<file path="config.mk">
export PLATFORM = sky130hd
export DESIGN_NAME = fault_irq_ctrl
export DESIGN_NICKNAME = d
export VERILOG_FILES = /design/src/rtl/fault_irq_pkg.sv /design/src/rtl/fault_irq_rearm.sv /design/src/rtl/fault_irq_bank.sv /design/src/rtl/fault_irq_ctrl.sv
export SDC_FILE = /design/constraint.sdc
export NUM_CORES = 1
export LEC_CHECK = 0
export BUFFER_PORTS_ARGS = -buffer_cell sky130_fd_sc_hd__buf_2
export CAP_MARGIN = 10
export CORE_ASPECT_RATIO = 2
export CORE_MARGIN = 5
export CORE_UTILIZATION = 25
export CTS_BUF_LIST = sky130_fd_sc_hd__clkbuf_16
export CTS_CLUSTER_DIAMETER = 80
export DETAILED_ROUTE_END_ITERATION = 8
export PLACE_DENSITY = 0.52
export SETUP_SLACK_MARGIN = 0.15
export SYNTH_ARGS = -nofsm -noshare
export SYNTH_HDL_FRONTEND = slang
export SYNTH_HIERARCHICAL = 1
export SYNTH_SLANG_ARGS = --single-unit
export TNS_END_PERCENT = 50
</file>
<file path="constraint.sdc">
create_clock -name clk_i -period 5.6 [get_ports clk_i]
set_clock_uncertainty 0.15 [all_clocks]
set_input_delay 1.4 -clock clk_i [delete_from_list [all_inputs] [get_ports clk_i]]
set_output_delay 1.4 -clock clk_i [all_outputs]
set_load 0.01 [all_outputs]
</file>
<file path="src/rtl/fault_irq_pkg.sv">
package fault_irq_pkg;

  typedef enum logic [1:0] {
    SEL_STAT_A = 2'd0,
    SEL_STAT_B = 2'd1,
    SEL_EN_A   = 2'd2,
    SEL_EN_B   = 2'd3
  } reg_sel_e;

endpackage

</file>
<file path="src/rtl/fault_irq_rearm.sv">
module fault_irq_rearm #(
  parameter int TICKS = 6400
) (
  input  logic clk_i,
  input  logic rst_i,
  output logic tick_o
);
  localparam int CW = (TICKS > 1) ? $clog2(TICKS) : 1;

  logic [CW-1:0] cnt_q;

  assign tick_o = (cnt_q == CW'(TICKS - 1));

  always_ff @(posedge clk_i) begin
    if (rst_i)       cnt_q <= '0;
    else if (tick_o) cnt_q <= '0;
    else             cnt_q <= cnt_q + 1'b1;
  end
endmodule

</file>
<file path="src/rtl/fault_irq_bank.sv">
module fault_irq_bank #(
  parameter int W = 8
) (
  input  logic         clk_i,
  input  logic         rst_i,
  input  logic [W-1:0] fault_i,
  input  logic         tick_i,
  input  logic         clr_i,
  input  logic         en_we_i,
  input  logic [W-1:0] en_wdata_i,
  output logic [W-1:0] status_o,
  output logic [W-1:0] enable_o,
  output logic         irq_req_o
);
  logic [W-1:0] prev_q, status_q, enable_q;
  logic [W-1:0] rise_w, set_w, status_d, enable_d;

  // Edge path catches new events; tick path re-latches persisting ones.
  assign rise_w   = fault_i & ~prev_q;
  assign set_w    = rise_w | (fault_i & {W{tick_i}});
  // Set wins over the clear of a read in the same cycle.
  assign status_d = (status_q & ~{W{clr_i}}) | set_w;
  assign enable_d = en_we_i ? en_wdata_i : enable_q;

  // Request from next-state values so the registered pin lines up with status.
  assign irq_req_o = |(status_d & enable_d);

  always_ff @(posedge clk_i) begin
    if (rst_i) begin
      prev_q   <= '0;
      status_q <= '0;
      enable_q <= '0;
    end else begin
      prev_q   <= fault_i;
      status_q <= status_d;
      enable_q <= enable_d;
    end
  end

  assign status_o = status_q;
  assign enable_o = enable_q;
endmodule

</file>
<file path="src/rtl/fault_irq_ctrl.sv">
module fault_irq_ctrl
  import fault_irq_pkg::*;
#(
  parameter int W           = 8,
  parameter int REARM_TICKS = 6400
) (
  input  logic         clk_i,
  input  logic         rst_i,
  input  logic [W-1:0] fault_a_i,
  input  logic [W-1:0] fault_b_i,
  input  logic         reg_rd_i,
  input  logic         reg_wr_i,
  input  logic [1:0]   reg_addr_i,
  input  logic [W-1:0] reg_wdata_i,
  output logic [W-1:0] reg_rdata_o,
  output logic [W-1:0] status_a_o,
  output logic [W-1:0] status_b_o,
  output logic         irq_oe_o
);
  localparam int NUM_BANKS = 2;

  logic [NUM_BANKS-1:0][W-1:0] fault_w;
  logic [NUM_BANKS-1:0][W-1:0] status_w;
  logic [NUM_BANKS-1:0][W-1:0] enable_w;
  logic [NUM_BANKS-1:0]        irq_req_w;
  logic                        tick_w;
  reg_sel_e                    sel_w;
  logic [W-1:0]                rdata_q;
  logic                        irq_q;

  assign fault_w[0] = fault_a_i;
  assign fault_w[1] = fault_b_i;
  assign sel_w      = reg_sel_e'(reg_addr_i);

  fault_irq_rearm #(.TICKS(REARM_TICKS)) rearm_i (
    .clk_i  (clk_i),
    .rst_i  (rst_i),
    .tick_o (tick_w)
  );

  for (genvar g = 0; g < NUM_BANKS; g++) begin : g_bank
    logic clr_w, we_w;
    assign clr_w = reg_rd_i && (reg_addr_i == 2'(g));
    assign we_w  = reg_wr_i && (reg_addr_i == 2'(g + NUM_BANKS));

    fault_irq_bank #(.W(W)) bank_i (
      .clk_i      (clk_i),
      .rst_i      (rst_i),
      .fault_i    (fault_w[g]),
      .tick_i     (tick_w),
      .clr_i      (clr_w),
      .en_we_i    (we_w),
      .en_wdata_i (reg_wdata_i),
      .status_o   (status_w[g]),
      .enable_o   (enable_w[g]),
      .irq_req_o  (irq_req_w[g])
    );
  end

  always_ff @(posedge clk_i) begin
    if (rst_i) begin
      rdata_q <= '0;
      irq_q   <= 1'b0;
    end else begin
      irq_q <= |irq_req_w;
      if (reg_rd_i) begin
        case (sel_w)
          SEL_STAT_A: rdata_q <= status_w[0];
          SEL_STAT_B: rdata_q <= status_w[1];
          SEL_EN_A:   rdata_q <= enable_w[0];
          default:    rdata_q <= enable_w[1];
        endcase
      end
    end
  end

  assign reg_rdata_o = rdata_q;
  assign status_a_o  = status_w[0];
  assign status_b_o  = status_w[1];
  assign irq_oe_o    = irq_q;
endmodule

</file>
# Yosys cells after proc, flatten, opt, wreduce, memory -nomap -nowiden
# Cells that the tools add are included.
# word_totals
regBits	70
latchBits	0
mem_bits_rw	0
mem_bits_ro	0
input_bits	30
memories	0
# classes
add_sub_neg	1
n_mul	0
n_div	0
order_cmp	0
n_eq_ne	4
n_shift	0
n_mux	3
bitwise	16
reduce_logical	7
# ops
op	n
AND 8 bit	8
NOT 8 bit	4
OR 8 bit	4
one-hot mux 8 bit (3 select lines)	1
two-way mux 8 bit	2
OR reduction 16 bit	1
adder 13 x 1 -> 13 bit, second input constant	1
== test 13 bit, second input constant	1
== test 2 bit, second input constant	2
logical AND 1 bit	4
== test 2 x 1 -> 1 bit, second input constant	1
zero test 2 bit	1
OR reduction 2 bit	1

# Depth between registers and ports, before layout
# Gate-level depths: netlist of run 1.
# depth
word_depth	7
depth_mapped	10
depth_no_buf	9

# By module
# Netlist of run 1, hierarchy kept.
# by_module_without_submodules
mod	n_inst	cells_per_inst	area_each_um2	seq_area_each_um2
fault_irq_bank	2	88	877.1	480.5
fault_irq_rearm	1	67	651.9	260.2
fault_irq_ctrl	1	55	575.6	180.2

# Worst setup path after synthesis of run 1
# OpenSTA, ideal clock, no wires.
# synth_path
kind	in2reg
start	in reg_rd_i
end	reg irq_q (netlist: irq_oe_o)
setup_ps	122
arrival_time_ps	3132
required_time_ps	5328
path_slack_ps	2196
cell_stages	8
n_path_buf	1
path_cell_list	clkbuf_1 > nor3b_1 > nor2b_1 > a21oi_2 > o22ai_1 > or4_1 > nor2_1 > nor2_1
# synth_via
elab_chain_cells	6
word_cells_on_any_way	11
cone_classes	bitwise: 8; reduce/logical: 3
# synth_lines
element	line_no	text
start: declaration	fault_irq_ctrl.sv:11	input logic reg_rd_i,
logical AND 1 bit	fault_irq_ctrl.sv:43	assign clr_w = reg_rd_i && (reg_addr_i == 2'(g));
named net g_bank[0].clr_w	fault_irq_ctrl.sv:42	logic clr_w, we_w;
NOT 8 bit	fault_irq_bank.sv:22	assign status_d = (status_q & ~{W{clr_i}}) | set_w;
AND 8 bit	fault_irq_bank.sv:22	
OR 8 bit	fault_irq_bank.sv:22	
AND 8 bit	fault_irq_bank.sv:26	assign irq_req_o = |(status_d & enable_d);
OR reduction 16 bit	fault_irq_ctrl.sv:65	irq_q <= |irq_req_w;
end signal: assignment	fault_irq_ctrl.sv:65	
end: declaration	fault_irq_ctrl.sv:29	logic irq_q;
# The timed path passes the listed nets, and every way through them passes these cells.
# A chain may end at the register's enable or synchronous reset.

# Worst setup path after layout of run 1
# layout_path
start	in reg_addr_i[0]
end	reg irq_q (netlist: irq_oe_o)
# layout_via
elab_chain_cells	7
word_cells_on_any_way	19
cone_classes	eq/ne: 3; mux: 2; bitwise: 8; reduce/logical: 6
# layout_lines
element	line_no	text
start: declaration	fault_irq_ctrl.sv:13	input logic [1:0] reg_addr_i,
zero test 2 bit	fault_irq_ctrl.sv:43	
logical AND 1 bit	fault_irq_ctrl.sv:43	
named net g_bank[0].clr_w	fault_irq_ctrl.sv:42	
NOT 8 bit	fault_irq_bank.sv:22	
AND 8 bit	fault_irq_bank.sv:22	
OR 8 bit	fault_irq_bank.sv:22	
AND 8 bit	fault_irq_bank.sv:26	
OR reduction 16 bit	fault_irq_ctrl.sv:65	
# The timed path passes the listed nets, and every way through them passes these cells.

==> results of run 1 <==
[how the worst max path moves through the flow]
stage                  start                   to  slack, ns
2_1_floorplan       reg_rd_i  irq_oe_o$_SDFF_PP0_       2.20
3_3_place_gp   reg_addr_i[0]  irq_oe_o$_SDFF_PP0_       1.72
3_5_place_dp   reg_addr_i[0]  irq_oe_o$_SDFF_PP0_       1.59
4_1_cts        reg_addr_i[0]  irq_oe_o$_SDFF_PP0_       1.94
5_1_grt        reg_addr_i[0]  irq_oe_o$_SDFF_PP0_       1.81
6_report       reg_addr_i[0]  irq_oe_o$_SDFF_PP0_       1.98
[worst max-delay path, stage by stage]
cell	delay (ns)
buf_2	0.28
nor3b_1	0.90
nor2b_1	0.11
a21oi_1	0.21
o22ai_1	0.13
or4_1	0.47
nor2_1	0.10
nor2_1	0.05
[flip-flops by register name (all words and copies together) (netlist names)]
register,count
reg_rdata_o,8
g_bank.bank_i/status_o,16
g_bank.bank_i/prev_q,16
g_bank.bank_i/enable_o,16
rearm_i/cnt_q,13
irq_oe_o,1
[metal layers]
metal / wire length (um) / GRT usage
met3: 377 / 0.03195
met4: 342 / 0.06913
met5: 0 / 0
met2: 4545 / 0.2176
met1: 2946 / 0.1144
[area by class of cell]
cell class | instances | area (sq um) | area share
Clock buffer | 9 | 225.2 | 0.06148
Clock inverter | 7 | 96.34 | 0.02630
Inverter | 3 | 11.26 | 0.003074
Multi-Input combinational cell | 210 | 1463 | 0.3992
Sequential cell | 70 | 1401 | 0.3825
Tap cell | 145 | 181.4 | 0.04952
Timing Repair Buffer | 56 | 285.3 | 0.07787
[cells by family after synthesis]
family | after synthesis | share of synthesized area
AOI/OAI and AO/OA | 48 | 0.1171
xor gates and xnor gates | 3 | 0.008814
adders and majority gates | 1 | 0.004196
buffers and inverters | 18 | 0.03944
DFF | 70 | 0.4700
muxes | 32 | 0.1074
and+or+nand+nor | 126 | 0.2530
[cell usage after synthesis (all sizes together) (4+ instances only)]
master / number
nand3: 4
or3b: 9
nand2b: 16
o31ai: 4
nand2: 4
a211oi: 7
nor3: 5
o21ai: 4
or3: 4
o22ai: 8
dfxtp: 70
or4: 7
clkbuf: 6
mux2i: 32
a21oi: 17
nor2: 35
o221ai: 8
nor2b: 32
buf: 8
[through the flow]
stage / setup WS (ns) / area (sq um) / utilization / total power [mW]
after global routing: 1.809 / 3664 / 0.3131 / 1.309
after detailed placement: 1.594 / 3342 / 0.2856 / 0.6647
after global placement: 1.715 / 3342 / 0.2856 / 0.6633
final: 1.978 / 3664 / 0.3131 / 1.258
after CTS: 1.942 / 3664 / 0.3131 / 1.277
after floorplan: 2.196 / 2982 / - / 0.6154
[power by group]
| group | total (mW) | leakage (nW) | switching [mW] | internal (mW) |
|---|---|---|---|---|
| sequential | 0.538 | 0.576 | 0.0155 | 0.523 |
| combinational | 0.113 | 0.730 | 0.0641 | 0.0492 |
| clock | 0.606 | 0.160 | 0.216 | 0.391 |
[layout by cell type, fill, tap and decap left out, drive strengths merged, types with 4 or more instances in the layout]
cell	n
o21ai	4
dfxtp	70
o221ai	8
o31ai	4
a211oi	7
nand3	4
nor3	5
nor2	35
o22ai	8
buf	56
nand2	4
or3	4
nor2b	32
clkinv	4
mux2i	32
inv	4
nand2b	16
a21oi	17
or3b	9
clkbuf	9
or4	7
==> results.toml, run 1 <==
[timing]
finalSetupViolations = 0
drv_slew = 0
fin_crit_sh = 0.6469
max_freq_ghz = 0.2761
worst_slew_pin_slew_ns = 1.028
period_needed_ns = 3.622
rsz0062_at_grt = "false"
tns_ns = 0
hold_ws_ns = 0.3367
maxSlewHeadroom = 0.3133
hold_violations = 0

[pwr]
leakagePower_nw = 1.466
power.density_nw_per_um2 = 343.4
max-vdd-ir-drop_v = 0.0001742

[placement]
io_buffers = 54
dp_cells = 484
dp_hpwl_mm = 6.315
place_congestion = 0.8381

[detailed_routing]
dr.pass1.iters = 4
viasPerCell = 4.726
avgRoutedWirePerCell_um = 16.42
drc = 0
detail-route-antenna-nets = 0
wl_mm = 8.212
vias = 2363
drtIter0Drc = 145

[critical_path]
worstPathMaxFanout = 20
r2r_slack_ns = 2.86
r2r_end = "irq_oe_o$_SDFF_PP0_"
end_kind = "register"
cp-start-kind = "input port"
reg2reg_from = "rearm_i/cnt_q[0]$_SDFF_PP0_"
required_ns = 5.62
crit_arrival_ns = 3.64
reg2reg_depth = 10
path_class = "in2reg"

[synth]
synth_top_area_cell = "dfxtp_1"
ys.flop_type = "dfxtp_1"
syn-mean-instance-area_sq_um = 10.01
ys_async_sr_fraction = 0
ys_ff_latch = 70
netlist_instances = 298
syn_nets = 329
synth_seq_area_share = 0.4700
synth_top_area_frac = 0.4700
ys.warnings.count = 6
ys_top_cells_by_area = "dfxtp_1 (47%), mux2i_1 (11%), nor2b_1 (6.7%), nor2_1 (4.4%), nand2b_1 (3.4%)"
synth_edf_count = 0
ys_types = 39
syn_area_sq_um = 2982

[worst_hold_path]
hold_depth = 1
hp-class = "reg2reg"
whs_endpoint = "rearm_i/cnt_q[0]$_SDFF_PP0_"
hp-start = "rearm_i/cnt_q[0]$_SDFF_PP0_"

[floorplan]
start_util = 0.2548
coreArea_sq_um = 11700
dieWidth_um = 87.22
die_area_sq_um = 14340
die_h_um = 164.4
num_rows = 56
boundaryPins = 55

[global_route]
track_usage = 0.1183
grt_pass1_vias = 2413
overflow = 0
antenna_found_initial = 0
grt_max_degree = 53
grt_first_pass_wirelength_mm = 12.65

[cells_and_area]
nets = 381
syn_to_final_growth_pct = 22.87
drive_gt1_frac = 0.2761
fin_cells = 500
antenna_cells = 0
n_fill_cell = 1202

[clock_network]
ctsLongestPathBuffers = 2
cts_tree = "yes"
hold_buffers = 0
insertion_delay_ns = 0.33
cts_sinks = 70
cts.clk_slew.worst_paths_ns = 0.06
cts_buffers = 9
htree_num_levels = 3
cts_resized = 0
clock-root-buffer = "clkbuf_16"
cts_setup_buffers = 0

[status]
status = "finished, final reports clean"

[run]
cap_viol_max_count = 0
Power figures use the tool's default switching activity.
==> run 2, diff against run 1 <==
- ABC_AREA: unset -> 1
- clock period: 5.6 -> 3.5 ns (I/O delays scaled with it)
==> results.toml, run 2 <==
[floorplan]
die_area_sq_um = 15140
coreArea_sq_um = 12480
start_util = 0.2535
boundaryPins = 55
die_h_um = 169.1
num_rows = 58
dieWidth_um = 89.55

[pwr]
max-vdd-ir-drop_v = 0.0003296
power.density_nw_per_um2 = 514.7
p_comb_frac = 0.102
pwr-share-clk = 0.463
switching_share = 0.2336
power.internal_mw = 1.527
p_switching_uw = 465.3
leakagePower_nw = 1.774
seqPwrFrac = 0.434

[critical_path]
cp_slowest_stage_delay_ns = 0.41
worstPathMaxFanout = 7
cp-start-kind = "register"
required_ns = 3.61
critPathSlowestCell = "dfxtp_1"
cp-startpoint = "rearm_i/cnt_q[0]$_SDFF_PP0_"
end_kind = "register"
cp_common_cell = "nand2_1"
crit_arrival_ns = 2.47
reg2reg_from = "rearm_i/cnt_q[0]$_SDFF_PP0_"
crit_chain = "ha_1, nand2_2, nor2_4, nand3b_1, nor2_1, inv_1, nand2_1, nand2_1, nand2_1, nand2_1, nand2_1, nor2_1, nand2_1, nor2_1, nor2_1"
path_class = "reg2reg"

[cells_and_area]
syn_to_final_growth_pct = 22.30
n_fill_cell = 1435
layout_commonest_cell = "nand2_1"
antenna_cells = 0
regArea_sq_um = 1401
multiInputGateArea_sq_um = 1420
nets = 560
final_area_sq_um = 3870
drive_gt1_frac = 0.1592
layout_common_cells = "nand2_1 (149), dfxtp_1 (70), inv_1 (67), nor2_1 (67), buf_2 (54)"

[synth]
ys_async_sr_fraction = 0
synth_edf_count = 0
synthTopCellsByCount = "nand2_1 (149), dfxtp_1 (70), nor2_1 (67), inv_1 (66), nand3_1 (26)"
syn_area_sq_um = 3164
synth_top_area_cell = "dfxtp_1"
ys.warnings.count = 6
syn_nets = 502
ys_ff_latch = 70
syn-mean-instance-area_sq_um = 6.718
netlist_instances = 471
ys_top_cells_by_area = "dfxtp_1 (44%), nand2_1 (18%), nor2_1 (7.9%), inv_1 (7.8%), nand3_1 (4.1%)"
synth_top_area_frac = 0.4429
ys.flop_type = "dfxtp_1"
synth_most_common_cell = "nand2_1"
ys_types = 24
synth_seq_area_share = 0.4429

[clock_network]
clock-root-buffer = "clkbuf_16"
cts_setup_buffers = 0
cts.clk_slew.worst_paths_ns = 0.06
cts_buffers = 9
cts_resized = 0
hold_buffers = 0
cts_sinks = 70
ctsLongestPathBuffers = 2
cts_tree = "yes"
htree_num_levels = 3
insertion_delay_ns = 0.32

[placement]
place_congestion = 0.8699
dp_hpwl_mm = 7.012
dpl_cell_area_sq_um = 3565
io_buffers = 54

[global_route]
track_usage = 0.1235
grt_max_degree = 25
grt_pass1_vias = 2971
grt_first_pass_wirelength_mm = 14.25
overflow = 0
antenna_found_initial = 0

[status]
status = "finished, final reports clean"

[timing]
drv_slew = 0
finalSetupViolations = 0
tns_ns = 0
max_freq_ghz = 0.4226
rsz0062_at_grt = "false"
worst_slew_pin_slew_ns = 0.4216
maxSlewHeadroom = 0.7182
hold_violations = 0
fin_crit_sh = 0.6761
period_needed_ns = 2.366

[detailed_routing]
vias = 2926
wl_mm = 8.630
dr.pass1.iters = 4
detail-route-antenna-nets = 0
viasPerCell = 4.278
drtIter0Drc = 134
avgRoutedWirePerCell_um = 12.62
drc = 0

[worst_hold_path]
hp-start = "reg_rdata_o[5]$_SDFFE_PP0P_"
hp-class = "reg2reg"

[run]
cap_viol_max_count = 0
## run 2: changes by cell type in the layout (fill, tap and decap cells not counted), moves of 8 or more
cell and delta:
a21oi_1 +13, a21oi_2 -8, inv_1 +64, mux2i_1 -32, nand2_1 +145, nand2b_1 -16, nand3_1 +22, nor2_1 +32
nor2b_1 -32, o21ai_0 +16, o22ai_1 -8, or3b_2 -8
## run 2: final timing paths
kind / to / slack [ns] / depth (start not counted)
worst max-delay path: irq_oe_o$_SDFF_PP0_ / 1.13 / 15
worst max register to register: irq_oe_o$_SDFF_PP0_ / 1.13 / 15
worst min register to register: reg_rdata_o[5]$_SDFFE_PP0P_ / 0.32 / 2
worst min-delay path: reg_rdata_o[5]$_SDFFE_PP0P_ / 0.32 / 2
## run 2: final cells by class
| cell class | instances | share of cell area |
|---|---|---|
| timing repair buffer | 58 | 0.07759 |
| inverter | 68 | 0.06596 |
| sequential | 70 | 0.3621 |
| tap | 150 | 0.04850 |
| multi-input combinational | 322 | 0.3670 |
| clock inverter | 7 | 0.02069 |
| clock buffer | 9 | 0.05820 |
## run 2: stage by stage
| step | hold WS [ns] | util | total power [mW] | setup WS, ns | instances |
|---|---|---|---|---|---|
| 3_5_place_dp | 0.3113 | 0.2856 | 1.089 | 0.9254 | 668 |
| 3_3_place_gp | 0.3047 | 0.2856 | 1.086 | 0.9681 | 668 |
| 2_1_floorplan | 0.2891 | - | 1.004 | 0.9964 | 471 |
| 6_report | 0.3200 | 0.3100 | 1.992 | 1.134 | 684 |
| 4_1_cts | 0.3198 | 0.3100 | 2.024 | 1.113 | 684 |
| 5_1_grt | 0.3430 | 0.3100 | 2.087 | 0.8185 | 684 |
## run 2: worst max-delay path: cells and delay by family, from the launching register on
kind	cells	cell delay (ns)
DFF	1	0.41
adders and majority gates	1	0.26
buffers and inverters	1	0.23
and+or+nand+nor	13	1.26
## run 2: logic make-up (layout without fill, tap and decap cells)
| kind of cell | count (synthesis) | after routing | share of synthesized area |
|---|---|---|---|
| compound gates | 52 | 52 | 0.08739 |
| xor+xnor | 5 | 5 | 0.01384 |
| fa+ha+maj | 1 | 1 | 0.003954 |
| buf+inv | 79 | 142 | 0.1083 |
| flops | 70 | 70 | 0.4429 |
| simple gates | 264 | 264 | 0.3436 |
## run 2: layer usage
metal / global-route usage / up-vias / share of wire
met5: 0 / - / 0
met4: 0.06675 / 0 / 0.037
met3: 0.02679 / 18 / 0.043
met2: 0.2232 / 66 / 0.55
met1: 0.1261 / 1285 / 0.37
li1: - / 1557 / -
## run 2: power by group through the flow
stage | Clock (mW) | Combinational [mW] | Sequential [mW]
3_5_place_dp | 0 | 0.207 | 0.883
2_1_floorplan | 0 | 0.120 | 0.885
3_3_place_gp | 0 | 0.204 | 0.882
4_1_cts | 0.951 | 0.208 | 0.866
5_1_grt | 0.982 | 0.234 | 0.870
6_report | 0.923 | 0.204 | 0.865
